`src/rtl/spk_seq_pkg.sv`:
```
package spk_seq_pkg;

    // Fixed ROM byte format and address layout.
    localparam int ADDR_W = 12;
    localparam int BYTE_W = 8;
    localparam int WORD_W = 6;
    localparam int SEL_W  = 2;
    localparam int PTR_W  = ADDR_W + SEL_W;
    localparam int HI_W   = ADDR_W - BYTE_W;

    typedef enum logic [2:0] {
        ST_IDLE = 3'd0,
        ST_PTR  = 3'd1,
        ST_WHI  = 3'd2,
        ST_WLO  = 3'd3,
        ST_CTL  = 3'd4,
        ST_DLO  = 3'd5,
        ST_PLAY = 3'd6
    } seq_st_e;

    typedef struct packed {
        logic            voiced;
        logic            stop;
        logic [1:0]      rep_init;
        logic [HI_W-1:0] hi;
    } ctl_fields_t;

    // field positions of the first control byte
    function automatic ctl_fields_t decode_ctl(logic [BYTE_W-1:0] b);
        ctl_fields_t f;
        f.voiced   = b[1];
        f.stop     = b[2];
        f.rep_init = ~b[4:3];
        f.hi       = {1'b0, b[7:5]};
        return f;
    endfunction

    // delta code to saturated level
    function automatic int lvl_step(int lvl, logic [1:0] code, int maxv);
        int v;
        case (code)
            2'b00:   v = lvl - 3;
            2'b01:   v = lvl - 1;
            2'b10:   v = lvl + 1;
            default: v = lvl + 3;
        endcase
        if (v < 0)    v = 0;
        if (v > maxv) v = maxv;
        return v;
    endfunction

endpackage

```
`src/rtl/spk_seq_ctl.sv`:
```
module spk_seq_ctl
    import spk_seq_pkg::*;
#(
    parameter int PPC_W = 7
) (
    input  logic             clk,
    input  logic             rst,
    input  logic             start_i,
    input  logic             voiced_i,
    input  logic             stop_i,
    input  logic [1:0]       rep_i,
    output seq_st_e          st_q,
    output seq_st_e          st_n,
    output logic [PPC_W-1:0] ppc_q,
    output logic             voiced_q,
    output logic             carry_o
);
    logic [1:0] rep_q;
    logic       stop_q;

    assign carry_o = (st_q == ST_PLAY) && (&ppc_q);

    // restart overrides everything; R8: period end decisions
    always_comb begin
        st_n = ST_IDLE;
        if (start_i) begin
            st_n = ST_PTR;
        end else begin
            case (st_q)
                ST_IDLE: st_n = ST_IDLE;
                ST_PTR:  st_n = ST_WHI;
                ST_WHI:  st_n = ST_WLO;
                ST_WLO:  st_n = ST_CTL;
                ST_CTL:  st_n = ST_DLO;
                ST_DLO:  st_n = ST_PLAY;
                ST_PLAY: begin
                    if (carry_o && (&rep_q)) st_n = stop_q ? ST_IDLE : ST_CTL;
                    else                     st_n = ST_PLAY;
                end
                default: st_n = ST_IDLE;
            endcase
        end
    end

    always_ff @(posedge clk) begin
        if (rst) begin
            st_q     <= ST_IDLE;
            ppc_q    <= '0;
            rep_q    <= '0;
            stop_q   <= 1'b0;
            voiced_q <= 1'b0;
        end else begin
            st_q <= st_n;
            case (st_q)
                ST_CTL: begin
                    voiced_q <= voiced_i;
                    stop_q   <= stop_i;
                    rep_q    <= rep_i;
                end
                ST_DLO:  ppc_q <= '0;
                ST_PLAY: begin
                    ppc_q <= ppc_q + 1'b1;
                    if (carry_o) rep_q <= rep_q + 1'b1;
                end
                default: ;
            endcase
        end
    end

endmodule

```
`src/rtl/spk_seq_addr.sv`:
```
module spk_seq_addr
    import spk_seq_pkg::*;
#(
    parameter int PPC_W = 7
) (
    input  logic              clk,
    input  logic              rst,
    input  seq_st_e           st_q,
    input  seq_st_e           st_n,
    input  logic [WORD_W-1:0] word_i,
    input  logic [BYTE_W-1:0] rom_i,
    input  logic [HI_W-1:0]   hi_i,
    input  logic [PPC_W-1:0]  ppc_i,
    input  logic              voiced_i,
    input  logic              carry_i,
    output logic [ADDR_W-1:0] addr_o,
    output logic [SEL_W-1:0]  sel_o
);
    localparam logic [PPC_W-1:0] TURN = PPC_W'((1 << (PPC_W - 1)) - 1);

    logic [ADDR_W-1:0] war_q;
    logic [PTR_W-1:0]  ptr_q;
    logic              up_q;
    logic [ADDR_W-1:0] tbl_addr;
    logic [ADDR_W-1:0] byte_addr;

    assign tbl_addr  = {{(ADDR_W - WORD_W - 2){1'b0}}, word_i, 2'b00};
    assign byte_addr = ptr_q[PTR_W-1:SEL_W];

    // address source per state
    always_comb begin
        case (st_q)
            ST_PTR:  addr_o = tbl_addr;
            ST_WHI:  addr_o = byte_addr + ADDR_W'(1);
            ST_WLO:  addr_o = {war_q[ADDR_W-1 -: HI_W], rom_i};
            ST_CTL:  addr_o = war_q + ADDR_W'(1);
            ST_DLO:  addr_o = {ptr_q[PTR_W-1 -: HI_W], rom_i};
            ST_PLAY: addr_o = (st_n == ST_CTL) ? war_q : byte_addr;
            default: addr_o = '0;
        endcase
    end

    always_ff @(posedge clk) begin
        if (rst) begin
            war_q <= '0;
            ptr_q <= '0;
            up_q  <= 1'b1;
            sel_o <= '0;
        end else begin
            case (st_q)
                ST_PTR: ptr_q <= {tbl_addr, {SEL_W{1'b0}}};
                ST_WHI: begin
                    war_q[ADDR_W-1 -: HI_W] <= hi_i;
                    ptr_q[PTR_W-1:SEL_W]    <= byte_addr + ADDR_W'(1);
                end
                ST_WLO: war_q[BYTE_W-1:0] <= rom_i;
                ST_CTL: begin
                    ptr_q[PTR_W-1 -: HI_W] <= hi_i;
                    war_q                  <= war_q + ADDR_W'(1);
                end
                ST_DLO: begin
                    ptr_q[BYTE_W+SEL_W-1:0] <= {rom_i, {SEL_W{1'b0}}};
                    war_q                   <= war_q + ADDR_W'(1);
                    up_q                    <= 1'b1;
                    sel_o                   <= '0;
                end
                ST_PLAY: begin
                    ptr_q <= up_q ? ptr_q + PTR_W'(1) : ptr_q - PTR_W'(1);
                    sel_o <= ptr_q[SEL_W-1:0];
                    if (carry_i)                        up_q <= 1'b1;
                    else if (voiced_i && ppc_i == TURN) up_q <= 1'b0;
                end
                default: ;
            endcase
        end
    end

endmodule

```
`src/rtl/spk_seq_level.sv`:
```
module spk_seq_level
    import spk_seq_pkg::*;
#(
    parameter int LVL_W = 4
) (
    input  logic              clk,
    input  logic              rst,
    input  seq_st_e           st_q,
    input  seq_st_e           st_n,
    input  logic [BYTE_W-1:0] rom_i,
    input  logic [SEL_W-1:0]  sel_i,
    output logic [LVL_W-1:0]  level_o
);
    localparam int               LVL_MAX = (1 << LVL_W) - 1;
    localparam logic [LVL_W-1:0] LVL_MID = LVL_W'(1 << (LVL_W - 1));

    logic [1:0] code;
    assign code = rom_i[{sel_i, 1'b0} +: 2];

    always_ff @(posedge clk) begin
        if (rst) begin
            level_o <= '0;
        end else if (st_q == ST_DLO) begin
            level_o <= LVL_MID;
        end else if (st_q == ST_PLAY && st_n == ST_PLAY) begin
            level_o <= LVL_W'(lvl_step(int'(level_o), code, LVL_MAX));
        end else begin
            level_o <= '0;
        end
    end

endmodule

```
`src/rtl/spk_seq.sv`:
```
module spk_seq
    import spk_seq_pkg::*;
#(
    parameter int PPC_W = 7,
    parameter int LVL_W = 4
) (
    input  logic              clk,
    input  logic              rst,
    input  logic              start_i,
    input  logic [WORD_W-1:0] word_i,
    input  logic [BYTE_W-1:0] rom_data_i,
    output logic              busy_o,
    output logic [ADDR_W-1:0] rom_addr_o,
    output logic [LVL_W-1:0]  level_o
);
    seq_st_e          st_q;
    seq_st_e          st_n;
    logic [PPC_W-1:0] ppc;
    logic             voiced;
    logic             carry;
    logic [SEL_W-1:0] sel;
    ctl_fields_t      cf;

    assign cf     = decode_ctl(rom_data_i);
    assign busy_o = (st_q != ST_IDLE);

    spk_seq_ctl #(.PPC_W(PPC_W)) u_ctl (
        .clk(clk), .rst(rst), .start_i(start_i),
        .voiced_i(cf.voiced), .stop_i(cf.stop), .rep_i(cf.rep_init),
        .st_q(st_q), .st_n(st_n), .ppc_q(ppc), .voiced_q(voiced), .carry_o(carry)
    );

    spk_seq_addr #(.PPC_W(PPC_W)) u_addr (
        .clk(clk), .rst(rst), .st_q(st_q), .st_n(st_n),
        .word_i(word_i), .rom_i(rom_data_i), .hi_i(cf.hi),
        .ppc_i(ppc), .voiced_i(voiced), .carry_i(carry),
        .addr_o(rom_addr_o), .sel_o(sel)
    );

    spk_seq_level #(.LVL_W(LVL_W)) u_lvl (
        .clk(clk), .rst(rst), .st_q(st_q), .st_n(st_n),
        .rom_i(rom_data_i), .sel_i(sel), .level_o(level_o)
    );

endmodule

```
`config.mk`:
```
export PLATFORM = sky130hd
export DESIGN_NAME = spk_seq
export DESIGN_NICKNAME = d
export VERILOG_FILES = /design/src/rtl/spk_seq_pkg.sv /design/src/rtl/spk_seq_ctl.sv /design/src/rtl/spk_seq_addr.sv /design/src/rtl/spk_seq_level.sv /design/src/rtl/spk_seq.sv
export SDC_FILE = /design/constraint.sdc
export NUM_CORES = 1
export LEC_CHECK = 0
export ABC_AREA = 1
export BUFFER_PORTS_ARGS = -buffer_cell sky130_fd_sc_hd__buf_2
export CAP_MARGIN = 20
export CORE_MARGIN = 4
export CORE_UTILIZATION = 60
export CTS_BUF_LIST = sky130_fd_sc_hd__clkbuf_8 sky130_fd_sc_hd__clkbuf_16
export DETAILED_ROUTE_END_ITERATION = 7
export GPL_ROUTABILITY_DRIVEN = 0
export GPL_TIMING_DRIVEN = 0
export PLACE_DENSITY = 0.8
export SKIP_CTS_REPAIR_TIMING = 1
export SLEW_MARGIN = 30
export SYNTH_ARGS = -nofsm -noshare
export SYNTH_HDL_FRONTEND = slang
export SYNTH_SLANG_ARGS = --single-unit
```
`constraint.sdc`:
```
create_clock -name clk -period 3.5 [get_ports clk]
set_input_delay 0.175 -clock clk [delete_from_list [all_inputs] [get_ports clk]]
set_output_delay 0.175 -clock clk [all_outputs]
set_load 0.005 [all_outputs]
```
==> impl_metrics.ini, run 1 <==
[clocking]
clk_path_buf_depth = 2
cts_tree = yes
numCtsBuffers = 5
clk_latency_ns = 0.31
cts.htree.levels = 2
cts.sinks = 47
path_clk_slew_ns = 0.10
clockRootBuffer = clkbuf_8

[grt]
grt_pass1_vias = 4777
grt-ovfl-total = 0
track_usage_pct = 32.8
grt_max_degree = 18
antenna_found_initial = 0
grt_pass1_wl_mm = 22.9

[synth]
synth_top_area_share_pct = 21.6
synthTopCellsByCount = nand2_1 (253), inv_1 (112), nand3_1 (81), nor2_1 (72), dfxtp_1 (47)
synthTopCellsByArea = nand2_1 (22%), dfxtp_1 (21%), inv_1 (9.6%), nand3_1 (9.2%), ha_1 (6.8%)
syn-cell-area_um2 = 4400
synth-seq-cells = 47
ys_seq_area_share_pct = 21.4
yosysTopAreaCell = nand2_1
yosysMostFrequentCell = nand2_1
yosysUniqueCellTypes = 39
ys_async_sr_fraction_pct = 0
yosys_warnings = 0
synth_fp_nets = 816
syn_area_per_cell_um2 = 5.69
syn_inst = 773
synth_edf_count = 0
synth_ff_type = dfxtp_1

[sta]
fmax_ghz = 0.370
finalCritPeriodShare_pct = 77.3
fin_crit_ns = 2.70
max_slew_margin_pct = 54.0
tightest_slew_ns = 0.691
rsz0062_at_grt = no
slew_viol_final = 0
hold_violations = 0
finClkSkew_ns = 0.0126
setup_viol = 0
tns_ns = 0

[placed_design]
placed_area_um2 = 4680
dp_hpwl_mm = 11.0
portBuffers = 32

[cells_and_area]
fin_nets = 855
fill_cells = 664
drive_above_1_share_pct = 7.75
syn_to_final_growth_pct = 8.53
multi_input_area_um2 = 2940
antennaDiodeCount = 0
regArea_um2 = 941
stdcell_area_um2 = 4780

[routing]
wl_mm = 13.9
dr_total_vias = 5248
viasPerCell = 5.77
drc = 2
firstDrtPassIters = 8
antenna_left = 0
wl_per_cell_um = 15.3
drtIter0Drc = 650

[flow_run]
maxCapViolations = 0

[power]
ir_drop_mv = 0.215
p_switching_uw = 332
powerDensity_nw_per_um2 = 225
power_frac_seq_pct = 52.0
p_clk_share_pct = 33.8
combPwrFrac_pct = 14.2
swShare_pct = 30.9
leakagePower_uw = 0.00242
internal-power_uw = 741

[floorplan]
rows = 30
boundaryPins = 34
die_height_um = 93.7
initial_core_util_pct = 63.4
die_x_um = 93.7
design.core.area_um2 = 6940
die-area_um2 = 8770

[setup_path]
crit_slowest_cell = dfxtp_1
cp.required_ns = 3.32
reg2reg_depth = 17
crit_type = reg2out
r2r_start = u_addr.sel_o[0]$_SDFFE_PP0P_
startpoint_type = register
cp_max_fo = 10
crit_path_frequent_cell = nand2_2
cp_cell_sequence = inv_1 -> ha_1 -> nand2_2 -> inv_4 -> nor2_8 -> nand2_2 -> nor2_1 -> nand2_2 -> nand3_2 -> inv_2 -> nand2_2 -> buf_6 -> nand2_1 -> nand3_1 -> nand2_1 -> buf_2
cp.arrival_ns = 2.53
crit_path_end_kind = output pin
slowest_delay_ns = 0.39
crit_start = u_ctl.st_q[0]$_SDFF_PP0_

[worst_hold_path]
hold_path.class = in2reg
worstHoldStart = start_i
hold_depth = 4

[run_status]
outcome = finished, violations left
violations = design-rule violations
==> per-stage QoR <==
| step | utilization, % | total power (uW) | std cells | setup WS [ns] | hold slack [ns] |
|---|---|---|---|---|---|
| final | 68.8 | 1070 | 909 | 0.796 | 0.186 |
| after global routing | 68.8 | 1120 | 909 | 0.607 | 0.207 |
| after CTS | 68.8 | 1070 | 909 | 0.847 | 0.182 |
| after detailed placement | 67.4 | 716 | 901 | 1.18 | 0.474 |
| after global placement | 67.4 | 713 | 901 | 1.22 | 0.465 |
| after floorplan | - | 661 | 773 | 1.62 | 0.338 |
==> per-layer routing <==
layer / global-route usage (%) / up-vias / part of all wire, %
met5: 0 / - / 0
met4: 13.4 / 0 / 4.9
met3: 4.73 / 62 / 9.6
met2: 54.4 / 300 / 46
met1: 42.5 / 2319 / 40
li1: - / 2567 / -
==> sequential cells by signal (all words and copies together), names as in the netlist <==
signal and count:
u_addr.ptr_q 14, u_addr.sel_o 2, u_addr.up_q 1, u_addr.war_q 12
u_ctl.ppc_q 7, u_ctl.rep_q 2, u_ctl.st_q 3, u_ctl.stop_q 1
u_ctl.voiced_q 1, u_lvl.level_o 4
==> layout by cell type, fill, tap and decap left out, types with 3 or more instances in the layout <==
cell and instances:
inv_1 112, nand2_1 253, nand3b_1 4, a211oi_1 5, o21ai_0 40, clkbuf_1 8, dfxtp_1 47, inv_2 4
a21oi_1 41, nor2_1 72, ha_1 24, xor2_1 7, buf_2 34, nand3_1 81, clkbuf_8 5, nand4_1 11
o211ai_1 4, xnor2_1 3, nand2_2 7, a31oi_1 6, o21bai_1 4, nor3_1 12
==> kinds of logic (layout without fill, tap and decap cells) <==
family          after synthesis  in the layout  share of synthesized area (%)
simple gates                449            449                           43.3
buf+inv                     133            173                           11.9
compound gates              108            108                           13.7
flops                        47             47                           21.4
fa+ha+maj                    26             26                           7.73
xor+xnor                     10             10                           1.99
==> worst max-delay path: cells and delay by family (launching register included) <==
kind / cells / cell delay (ns)
AND/OR/NAND/NOR: 10 / 1.03
buffers and inverters: 5 / 0.53
flip-flops: 1 / 0.39
adder cells (fa/ha/maj): 1 / 0.24
==> power groups by stage <==
stage	registers [uW]	logic (uW)	clock network, uW
2_1_floorplan	565	95.3	0
3_3_place_gp	570	143	0
3_5_place_dp	570	146	0
4_1_cts	558	147	364
5_1_grt	560	168	390
6_report	558	153	362
==> area by class of cell <==
cell class / count / share of cell area (%)
Multi-Input combinational cell: 593 / 61.4
Sequential cell: 47 / 19.7
Inverter: 118 / 9.38
Timing Repair Buffer: 32 / 3.35
Tap cell: 96 / 2.51
Buffer: 15 / 1.62
Clock buffer: 5 / 1.44
Clock inverter: 3 / 0.550
==> final timing paths <==
path / end / slack (ns)
worst min register to register: u_ctl.ppc_q[5]$_SDFFE_PP0P_ / 0.49
worst max-delay path: rom_addr_o[2] / 0.80
worst min-delay path: u_ctl.st_q[2]$_SDFF_PP0_ / 0.19
worst max register to register: u_lvl.level_o[3]$_SDFF_PP0_ / 1.13
No activity file was read; power rests on OpenSTA's default activity.
==> run 2: changes to the inputs <==
- clock period: 3.5 -> 2.8 ns (I/O delays scaled with it)
==> run 2 against run 1 <==
Worst hold slack worse by 0.036 ns. The run still ends with design-rule violations left. Core utilization grew 0.14 points. Sequential share of layout area about the same. Register-to-register slack got worse by 0.71 ns. Total power grew 25%. Via count decreased by 0.93%.
==> impl_metrics.ini, run 2 (same netlist as run 1, synthesis figures left out) <==
[run_status]
outcome = finished, violations left
violations = design-rule violations

[cells_and_area]
drive_above_1_share_pct = 7.75
antennaDiodeCount = 0
syn_to_final_growth_pct = 8.75
top_register = u_addr.ptr_q
largestRegisters = u_addr.ptr_q (14), u_addr.war_q (12), u_ctl.ppc_q (7)
layout_common_cells = nand2_1 (253), inv_1 (112), nand3_1 (81)
fin_nets = 855
fin_cells = 909
layout_commonest_cell = nand2_1
largest_reg_flops = 14
final_core_util_pct = 68.9

[placed_design]
dp_hpwl_mm = 11.0
dp.cells = 901
portBuffers = 32

[clocking]
cts.htree.levels = 2
numCtsBuffers = 5
cts.sinks = 47
cts_tree = yes
clk_latency_ns = 0.31
clockRootBuffer = clkbuf_8
clk_path_buf_depth = 2
path_clk_slew_ns = 0.11

[setup_path]
cp_max_fo = 10
cp.required_ns = 2.66
crit_type = reg2out
startpoint_type = register
crit_path_end_kind = output pin
cp.arrival_ns = 2.46

[floorplan]
boundaryPins = 34
die-area_um2 = 8770
die_x_um = 93.7
initial_core_util_pct = 63.4
die_height_um = 93.7
rows = 30
design.core.area_um2 = 6940

[routing]
firstDrtPassIters = 8
dr_total_vias = 5199
antenna_left = 0
wl_per_cell_um = 15.3
wl_mm = 13.9
drc = 17
viasPerCell = 5.72
drtIter0Drc = 578

[power]
p_switching_uw = 418
combPwrFrac_pct = 14.2
power_frac_seq_pct = 51.9
ir_drop_mv = 0.272
internal-power_uw = 927
powerDensity_nw_per_um2 = 281
swShare_pct = 31.1
p_total_uw = 1340
leakagePower_uw = 0.00244
p_clk_share_pct = 33.9

[sta]
tightest_slew_ns = 0.704
finalCritPeriodShare_pct = 92.8
finClkSkew_ns = 0.0127
hold_violations = 0
rsz0062_at_grt = no
tns_ns = 0
max_slew_margin_pct = 53.1
fin_crit_ns = 2.60
setup_viol = 0
fmax_ghz = 0.385
slew_viol_final = 0

[grt]
track_usage_pct = 32.8
grt_pass1_wl_mm = 22.9
grt_max_degree = 18
grt-ovfl-total = 0
grt_pass1_vias = 4777
antenna_found_initial = 0

[worst_hold_path]
hold_path.class = in2reg

[flow_run]
maxCapViolations = 0
-- run 2: through the flow --
stage | worst slack [ns] | instance area (um^2) | hold slack [ns]
floorplan | 0.925 | 4400 | 0.303
global placement | 0.517 | 4680 | 0.465
detailed placement | 0.479 | 4680 | 0.474
CTS | 0.182 | 4780 | 0.147
global route | 0.00268 | 4790 | 0.172
finish | 0.201 | 4790 | 0.149
-- run 2: area by class of cell --
type	count	area [um^2]
tap	96	120
clock buffer	5	68.8
buffer	15	77.6
multi-input combinational	593	2950
timing repair buffer	32	160
inverter	118	448
fill	660	2160
clock inverter	3	26.3
sequential	47	941
-- run 2: power groups by stage --
stage / combinational, uW / clock (uW) / sequential (uW)
floorplan: 119 / 0 / 707
finish: 191 / 455 / 698
global route: 211 / 487 / 700
global placement: 179 / 0 / 712
detailed placement: 183 / 0 / 713
CTS: 184 / 455 / 697
-- run 2: routing by layer --
metal | part of all wire [%] | vias to the layer above | wire length, um | global-route usage [%]
met5 | 0 | - | 0 | 0
met2 | 45 | 278 | 6300 | 54.4
met1 | 40 | 2291 | 5580 | 42.5
met4 | 4.8 | 0 | 672 | 13.4
met3 | 9.9 | 67 | 1380 | 4.73
li1 | - | 2563 | - | -
-- run 2: path summary, 6_finish.rpt --
check | from | end | slack (ns) | cells past startpoint
setup / recovery | u_ctl.st_q[0]$_SDFF_PP0_ | rom_addr_o[3] | 0.20 | 16
hold / removal | start_i | u_ctl.st_q[2]$_SDFF_PP0_ | 0.15 | 4
setup reg to reg | u_addr.sel_o[0]$_SDFFE_PP0P_ | u_lvl.level_o[3]$_SDFF_PP0_ | 0.42 | 17
hold reg to reg | u_ctl.ppc_q[5]$_SDFFE_PP0P_ | u_ctl.ppc_q[5]$_SDFFE_PP0P_ | 0.49 | 2
-- run 2: critical path, cell delays in order (launching register included) --
cell and delay [ns]:
dfxtp_1 0.39, inv_1 0.08, ha_1 0.25, nand2_4 0.15, inv_4 0.10, nor2_8 0.16, nand2_2 0.10, nor2_1 0.12
nand2_2 0.07, nand3_2 0.09, inv_2 0.05, nand2_2 0.08, buf_6 0.14, nand2_1 0.06, nand3_1 0.06, nand2_1 0.09
buf_2 0.14
